`config.mk`:
```
export PLATFORM = sky130hd
export DESIGN_NAME = dma_chan_engine
export DESIGN_NICKNAME = d
export VERILOG_FILES = /design/src/rtl/dma_chan_pkg.sv /design/src/rtl/dma_pace.sv /design/src/rtl/dma_regs.sv /design/src/rtl/dma_xfer.sv /design/src/rtl/dma_chan_engine.sv
export SDC_FILE = /design/constraint.sdc
export NUM_CORES = 1
export LEC_CHECK = 0
export BUFFER_PORTS_ARGS = -buffer_cell sky130_fd_sc_hd__buf_2
export CAP_MARGIN = 20
export CORE_UTILIZATION = 39
export CTS_BUF_LIST = sky130_fd_sc_hd__clkbuf_4 sky130_fd_sc_hd__clkbuf_8
export CTS_CLUSTER_SIZE = 24
export DETAILED_ROUTE_END_ITERATION = 7
export PLACE_DENSITY = 0.62
export SYNTH_ARGS = -nofsm -noshare
export SYNTH_HDL_FRONTEND = slang
export SYNTH_SLANG_ARGS = --single-unit
```
`constraint.sdc`:
```
create_clock -name clk_i -period 7.8 [get_ports clk_i]
set_input_delay 0.39 -clock clk_i [delete_from_list [all_inputs] [get_ports clk_i]]
set_output_delay 0.39 -clock clk_i [all_outputs]
set_load 0.05 [all_outputs]
```
`src/rtl/dma_chan_pkg.sv`:
```
package dma_chan_pkg;
  typedef enum logic [1:0] {ST_IDLE, ST_WAIT, ST_RD, ST_WR} xfer_state_e;

  localparam int CTRL_W   = 24;
  localparam int NTMR     = 4;
  localparam int B_EN     = 0;
  localparam int B_PRIO   = 1;
  localparam int B_SZ     = 2;
  localparam int B_RINC   = 4;
  localparam int B_WINC   = 5;
  localparam int B_CHAIN  = 11;
  localparam int B_REQ    = 15;
  localparam int B_QUIET  = 21;
  localparam int B_SWAP   = 22;
  localparam int B_SNIFF  = 23;
  localparam logic [5:0] REQ_ALWAYS = 6'h3f;
  localparam logic [5:0] REQ_TMR0   = 6'h3b;

  function automatic logic [1:0] norm_size(input logic [1:0] sz);
    return (sz == 2'd3) ? 2'd2 : sz;
  endfunction

  function automatic logic [2:0] size_step(input logic [1:0] sz);
    case (sz)
      2'd0:    return 3'd1;
      2'd1:    return 3'd2;
      default: return 3'd4;
    endcase
  endfunction

  // right-justify to size, optional byte reversal inside the size
  function automatic logic [31:0] lane_fmt(input logic [31:0] d, input logic [1:0] sz,
                                           input logic swap);
    case (sz)
      2'd0:    return {24'b0, d[7:0]};
      2'd1:    return swap ? {16'b0, d[7:0], d[15:8]} : {16'b0, d[15:0]};
      default: return swap ? {d[7:0], d[15:8], d[23:16], d[31:24]} : d;
    endcase
  endfunction
endpackage

```
`src/rtl/dma_pace.sv`:
```
module dma_pace
  import dma_chan_pkg::*;
#(
  parameter int NDREQ = 8
) (
  input  logic [5:0]       sel_i,
  input  logic [NDREQ-1:0] dreq_i,
  input  logic [NTMR-1:0]  tmr_i,
  output logic             req_o
);
  always_comb begin
    req_o = 1'b0;
    for (int i = 0; i < NDREQ; i++)
      if (sel_i == 6'(i)) req_o = dreq_i[i];
    for (int i = 0; i < NTMR; i++)
      if (sel_i == REQ_TMR0 + 6'(i)) req_o = tmr_i[i];
    if (sel_i == REQ_ALWAYS) req_o = 1'b1;
  end
endmodule

```
`src/rtl/dma_regs.sv`:
```
module dma_regs
  import dma_chan_pkg::*;
#(
  parameter int AW = 32
) (
  input  logic              clk_i,
  input  logic              rst_ni,
  input  logic              we_i,
  input  logic [1:0]        addr_i,
  input  logic [31:0]       wdata_i,
  input  logic              trig_i,
  input  logic              busy_i,
  input  logic              adv_i,
  output logic [31:0]       rdata_o,
  output logic [AW-1:0]     rd_addr_o,
  output logic [AW-1:0]     wr_addr_o,
  output logic [31:0]       cnt_o,
  output logic [CTRL_W-1:0] ctrl_o,
  output logic              start_o
);
  logic [AW-1:0]     rd_q, wr_q;
  logic [31:0]       cnt_q;
  logic [CTRL_W-1:0] ctrl_q;
  logic              ctrl_wr, eff_en;
  logic [AW-1:0]     step;

  assign ctrl_wr = we_i && (addr_i == 2'd3);
  assign eff_en  = ctrl_wr ? wdata_i[B_EN] : ctrl_q[B_EN];
  assign start_o = !busy_i && (ctrl_wr || trig_i) && eff_en;
  assign step    = AW'(size_step(ctrl_q[B_SZ+:2]));

  always_ff @(posedge clk_i or negedge rst_ni) begin
    if (!rst_ni) begin
      rd_q   <= '0;
      wr_q   <= '0;
      cnt_q  <= '0;
      ctrl_q <= '0;
    end else if (!busy_i && we_i) begin
      case (addr_i)
        2'd0:    rd_q   <= wdata_i[AW-1:0];
        2'd1:    wr_q   <= wdata_i[AW-1:0];
        2'd2:    cnt_q  <= wdata_i;
        default: ctrl_q <= wdata_i[CTRL_W-1:0];
      endcase
    end else if (adv_i) begin
      if (ctrl_q[B_RINC]) rd_q <= rd_q + step;
      if (ctrl_q[B_WINC]) wr_q <= wr_q + step;
      cnt_q <= cnt_q - 32'd1;
    end
  end

  always_comb begin
    case (addr_i)
      2'd0:    rdata_o = 32'(rd_q);
      2'd1:    rdata_o = 32'(wr_q);
      2'd2:    rdata_o = cnt_q;
      default: rdata_o = 32'(ctrl_q);
    endcase
  end

  assign rd_addr_o = rd_q;
  assign wr_addr_o = wr_q;
  assign cnt_o     = cnt_q;
  assign ctrl_o    = ctrl_q;
endmodule

```
`src/rtl/dma_xfer.sv`:
```
module dma_xfer
  import dma_chan_pkg::*;
#(
  parameter int AW = 32
) (
  input  logic          clk_i,
  input  logic          rst_ni,
  input  logic          start_i,
  input  logic          req_i,
  input  logic          cnt_zero_i,
  input  logic [AW-1:0] rd_addr_i,
  input  logic [AW-1:0] wr_addr_i,
  input  logic [1:0]    size_i,
  input  logic          swap_i,
  input  logic          prio_i,
  input  logic          sniff_i,
  input  logic          bus_gnt_i,
  input  logic [31:0]   bus_rdata_i,
  output logic          busy_o,
  output logic          adv_o,
  output logic          done_o,
  output logic          bus_req_o,
  output logic          bus_we_o,
  output logic [AW-1:0] bus_addr_o,
  output logic [1:0]    bus_size_o,
  output logic [31:0]   bus_wdata_o,
  output logic          bus_prio_o,
  output logic          bus_sniff_o
);
  xfer_state_e st_q;
  logic [31:0] data_q;
  logic        done_q;

  always_ff @(posedge clk_i or negedge rst_ni) begin
    if (!rst_ni) begin
      st_q   <= ST_IDLE;
      data_q <= '0;
      done_q <= 1'b0;
    end else begin
      done_q <= 1'b0;
      case (st_q)
        ST_IDLE: if (start_i) st_q <= ST_WAIT;
        ST_WAIT: begin
          if (cnt_zero_i) begin
            st_q   <= ST_IDLE;
            done_q <= 1'b1;
          end else if (req_i) begin
            st_q <= ST_RD;
          end
        end
        ST_RD: if (bus_gnt_i) begin
          data_q <= lane_fmt(bus_rdata_i, size_i, swap_i);
          st_q   <= ST_WR;
        end
        default: if (bus_gnt_i) st_q <= ST_WAIT;
      endcase
    end
  end

  assign busy_o      = (st_q != ST_IDLE);
  assign done_o      = done_q;
  assign bus_req_o   = (st_q == ST_RD) || (st_q == ST_WR);
  assign bus_we_o    = (st_q == ST_WR);
  assign adv_o       = bus_we_o && bus_gnt_i;
  assign bus_addr_o  = bus_we_o ? wr_addr_i : rd_addr_i;
  assign bus_size_o  = norm_size(size_i);
  assign bus_wdata_o = data_q;
  assign bus_prio_o  = prio_i && bus_req_o;
  assign bus_sniff_o = sniff_i && bus_req_o;
endmodule

```
`src/rtl/dma_chan_engine.sv`:
```
module dma_chan_engine
  import dma_chan_pkg::*;
#(
  parameter int AW    = 32,
  parameter int NDREQ = 8,
  parameter int NCH   = 16,
  parameter int CH_ID = 3
) (
  input  logic             clk_i,
  input  logic             rst_ni,
  input  logic             reg_we_i,
  input  logic [1:0]       reg_addr_i,
  input  logic [31:0]      reg_wdata_i,
  output logic [31:0]      reg_rdata_o,
  input  logic             trig_i,
  input  logic [NDREQ-1:0] dreq_i,
  input  logic [3:0]       timer_i,
  output logic             busy_o,
  output logic [NCH-1:0]   chain_o,
  output logic             irq_o,
  output logic             bus_req_o,
  output logic             bus_we_o,
  output logic [AW-1:0]    bus_addr_o,
  output logic [1:0]       bus_size_o,
  output logic [31:0]      bus_wdata_o,
  output logic             bus_prio_o,
  output logic             bus_sniff_o,
  input  logic             bus_gnt_i,
  input  logic [31:0]      bus_rdata_i
);
  logic [AW-1:0]     rd_addr, wr_addr;
  logic [31:0]       cnt;
  logic [CTRL_W-1:0] ctrl;
  logic              start, adv, done, pace_req, busy;
  logic [3:0]        tgt;

  dma_regs #(.AW(AW)) u_regs (
    .clk_i, .rst_ni,
    .we_i(reg_we_i), .addr_i(reg_addr_i), .wdata_i(reg_wdata_i),
    .trig_i, .busy_i(busy), .adv_i(adv),
    .rdata_o(reg_rdata_o), .rd_addr_o(rd_addr), .wr_addr_o(wr_addr),
    .cnt_o(cnt), .ctrl_o(ctrl), .start_o(start)
  );

  dma_pace #(.NDREQ(NDREQ)) u_pace (
    .sel_i(ctrl[B_REQ+:6]), .dreq_i, .tmr_i(timer_i), .req_o(pace_req)
  );

  dma_xfer #(.AW(AW)) u_xfer (
    .clk_i, .rst_ni,
    .start_i(start), .req_i(pace_req), .cnt_zero_i(cnt == '0),
    .rd_addr_i(rd_addr), .wr_addr_i(wr_addr),
    .size_i(ctrl[B_SZ+:2]), .swap_i(ctrl[B_SWAP]),
    .prio_i(ctrl[B_PRIO]), .sniff_i(ctrl[B_SNIFF]),
    .bus_gnt_i, .bus_rdata_i,
    .busy_o(busy), .adv_o(adv), .done_o(done),
    .bus_req_o, .bus_we_o, .bus_addr_o, .bus_size_o,
    .bus_wdata_o, .bus_prio_o, .bus_sniff_o
  );

  assign busy_o = busy;
  assign irq_o  = done && !ctrl[B_QUIET];
  assign tgt    = ctrl[B_CHAIN+:4];

  for (genvar g = 0; g < NCH; g++) begin : g_chain
    if (g == CH_ID) begin : g_self
      assign chain_o[g] = 1'b0;
    end else begin : g_peer
      assign chain_o[g] = done && (tgt == 4'(g));
    end
  end
endmodule

```
==> impl_metrics.json <==
{
  "report.final.hold_viol_count": 1,
  "hp-class": "primary input to asynchronous set/reset pin",
  "end_kind": "flop",
  "dpl.hpwl_um": 25720,
  "route.detailed.drc": 0,
  "finalWorstSetupSlack_ps": 3894,
  "avgSynthCellArea_um2": 9.060,
  "wire_per_inst_um": 22.06,
  "start_util": 0.4020,
  "relSlewSlack": 0.3078,
  "violations": "hold timing",
  "grt_max_degree": 94,
  "hold_slack_ps": -2.826,
  "vias": 9968,
  "crit_required_ps": 8170,
  "fin_crit_sh": 0.5008,
  "start_kind": "flop",
  "area_delta_synth_final_pct": 15.64,
  "synth_top_area_frac": 0.3799,
  "synth_edf_count": 0,
  "max_freq_ghz": 0.2560,
  "final.fill_count": 2538,
  "grt_pass1_vias": 9221,
  "ff_latch_area_um2": 3880,
  "status": "finished with violations",
  "multi_input_area_um2": 5942,
  "clock_path_buffers": 2,
  "cts_buffers": 17,
  "grt_usage": 0.2701,
  "drtIter0Drc": 984,
  "io_pins": 203,
  "cts_resized": 0,
  "dp_cells": 1587,
  "portBuffers": 201,
  "ys_ff_latch": 155,
  "tritoncts": "built",
  "fin_cells": 1619,
  "grt_overflow": 0,
  "synth.top_cells.by_area": "dfrtp_1, mux2_2, o21ai_0",
  "tns_ps": 0,
  "finalPower_mw": 5.152,
  "powerDensity_nw_per_um2": 436.3,
  "htreeDepth": 4,
  "ant_nets": 0,
  "vias_per_cell": 6.157,
  "rows": 58,
  "dieArea_um2": 26830,
  "antenna_found_initial": 0,
  "async_reset_ff_frac": 1.000,
  "num_antenna_cells": 0,
  "cts.sinks": 155,
  "drive_above_1_share": 0.2777,
  "irDropWorstVdd_uv": 312.6,
  "die_h_um": 163.8,
  "clk-insertion-delay-late_ps": 490,
  "pre_cts_ws_ps": 4014,
  "clkTransAtPathRegs_ps": 100,
  "final_core_util": 0.4649,
  "post_cts_buffers": 0,
  "yosysSeqAreaShare": 0.3799,
  "worst_clock_skew_ps": 23.13,
  "yosys.area.top_type": "dfrtp_1",
  "fin_nets": 1374,
  "gp_congestion": 0.9058,
  "drtPass1Iterations": 5,
  "p_leak_nw": 5.199,
  "synth_area_um2": 10210,
  "postCtsHoldBufs": 0,
  "routed_wl_um": 35720,
  "fp.dieW_um": 163.8,
  "cp_max_fo": 73,
  "cts_root_buf": "clkbuf_8",
  "core_um2": 25400,
  "place_area_um2": 11410,
  "syn_nets": 1225,
  "path_class": "flop to flop",
  "tightestPinTransition_ps": 1029,
  "maxCapViolations": 0,
  "rsz0062_at_grt": "false",
  "stdcell_area_um2": 11810,
  "yosysUniqueCellTypes": 77,
  "final-max-slew-violation-count": 0,
  "cp.arrival_ps": 4280,
  "ys_warn_count": 0,
  "netlist_instances": 1127,
  "synthFlopType": "dfrtp_1",
  "post-route-min-period_ps": 3906,
  "grt_pass1_wl_um": 54620,
  "setup_viol_count_final": 0
}
sequential cells by signal, indices dropped and copies added (netlist names):
| name | count |
|---|---|
| u_regs.cnt_o | 32 |
| u_regs.ctrl_o | 24 |
| u_regs.rd_addr_o | 32 |
| u_regs.wr_addr_o | 32 |
| u_xfer.bus_wdata_o | 32 |
| u_xfer.done_o | 1 |
| u_xfer.st_q | 2 |
routing by layer:
layer,global-route usage,part of all wire
met2,0.4357,0.47
met4,0.1027,0.032
met5,0,0
met1,0.3663,0.42
met3,0.03939,0.069
path summary, 6_finish.rpt:
path / start / to / slack [ps] / cells after the start
max in group asynchronous: rst_ni / u_regs.ctrl_o[22] / 6460 / 2
worst max-delay path: u_xfer.st_q[0] / u_regs.rd_addr_o[11] / 3890 / 9
min in group clk_i: reg_wdata_i[8] / u_regs.ctrl_o[8] / 160 / 2
worst max register to register: u_xfer.st_q[0] / u_regs.rd_addr_o[11] / 3890 / 9
worst min register to register: u_xfer.bus_wdata_o[8] / u_xfer.bus_wdata_o[8] / 480 / 1
worst min-delay path: rst_ni / u_regs.cnt_o[30] / -3 / 1
critical path: stages (launching register included):
cell     delay [ps]
dfrtp_1         420
inv_1           100
ha_1            280
nand2_4         470
buf_4           690
and3_1          570
a21o_1          390
buf_4           410
o21ai_0         160
a22o_1          260
cells by family (layout without fill, tap and decap cells):
| family | Yosys count | after routing | share of synthesized area |
|---|---|---|---|
| other | 1 | 1 | 0.0003672 |
| AOI/OAI and AO/OA | 395 | 395 | 0.2414 |
| adders and majority gates | 15 | 15 | 0.01985 |
| buffers and inverters | 101 | 263 | 0.03933 |
| muxes | 114 | 114 | 0.1479 |
| xor gates and xnor gates | 1 | 1 | 0.0008579 |
| and+or+nand+nor | 345 | 345 | 0.1704 |
| DFF | 155 | 155 | 0.3799 |
Yosys cell counts (5+ instances only):
cell,instances
a2111oi_0,8
a21o_1,15
a21oi_1,107
a22o_1,19
a22oi_1,15
a2bb2oi_1,9
a31o_2,6
and2_1,9
and3_1,9
buf_1,11
buf_2,14
clkbuf_1,58
dfrtp_1,155
ha_1,13
inv_1,16
mux2_2,55
mux2i_1,35
mux4_2,24
nand2_1,119
nand2b_1,5
nand3_1,33
nand4_1,13
nor2_1,77
nor2b_1,7
nor3_1,22
nor4_1,8
nor4_2,6
o21ai_0,109
o21ai_1,13
o22a_1,6
o22ai_1,33
o31a_1,5
o31ai_1,8
o32ai_1,5
placed cells by master, fill, tap and decap left out, drive strengths merged, types with 7 or more instances in the layout:
| cell type | netlist | layout |
|---|---|---|
| a2111oi | 8 | 8 |
| a21o | 15 | 15 |
| a21oi | 108 | 108 |
| a22o | 19 | 19 |
| a22oi | 15 | 15 |
| a2bb2oi | 9 | 9 |
| and2 | 10 | 10 |
| and3 | 9 | 9 |
| buf | 26 | 215 |
| clkbuf | 59 | 17 |
| dfrtp | 155 | 155 |
| ha | 13 | 13 |
| inv | 16 | 27 |
| mux2 | 55 | 55 |
| mux2i | 35 | 35 |
| mux4 | 24 | 24 |
| nand2 | 119 | 119 |
| nand3 | 34 | 34 |
| nand4 | 14 | 14 |
| nor2 | 78 | 78 |
| nor2b | 7 | 7 |
| nor3 | 23 | 23 |
| nor4 | 15 | 15 |
| o21ai | 122 | 122 |
| o22ai | 34 | 34 |
| o31ai | 9 | 9 |
power breakdown:
group | leakage, nW | internal (mW) | total (mW) | switching [mW]
logic | 3.03 | 0.907 | 2.81 | 1.90
clock network | 0.203 | 0.244 | 0.627 | 0.383
registers | 1.96 | 1.14 | 1.72 | 0.571
total | 5.20 | 2.30 | 5.15 | 2.86
layout make-up:
cell class	count	share of cell area
Multi-Input combinational cell	871	0.5032
Sequential cell	155	0.3286
Timing Repair Buffer	215	0.09463
Tap cell	330	0.03497
Clock buffer	17	0.01982
Clock inverter	15	0.01367
Inverter	16	0.005086
(Power assumes the default switching activity.)
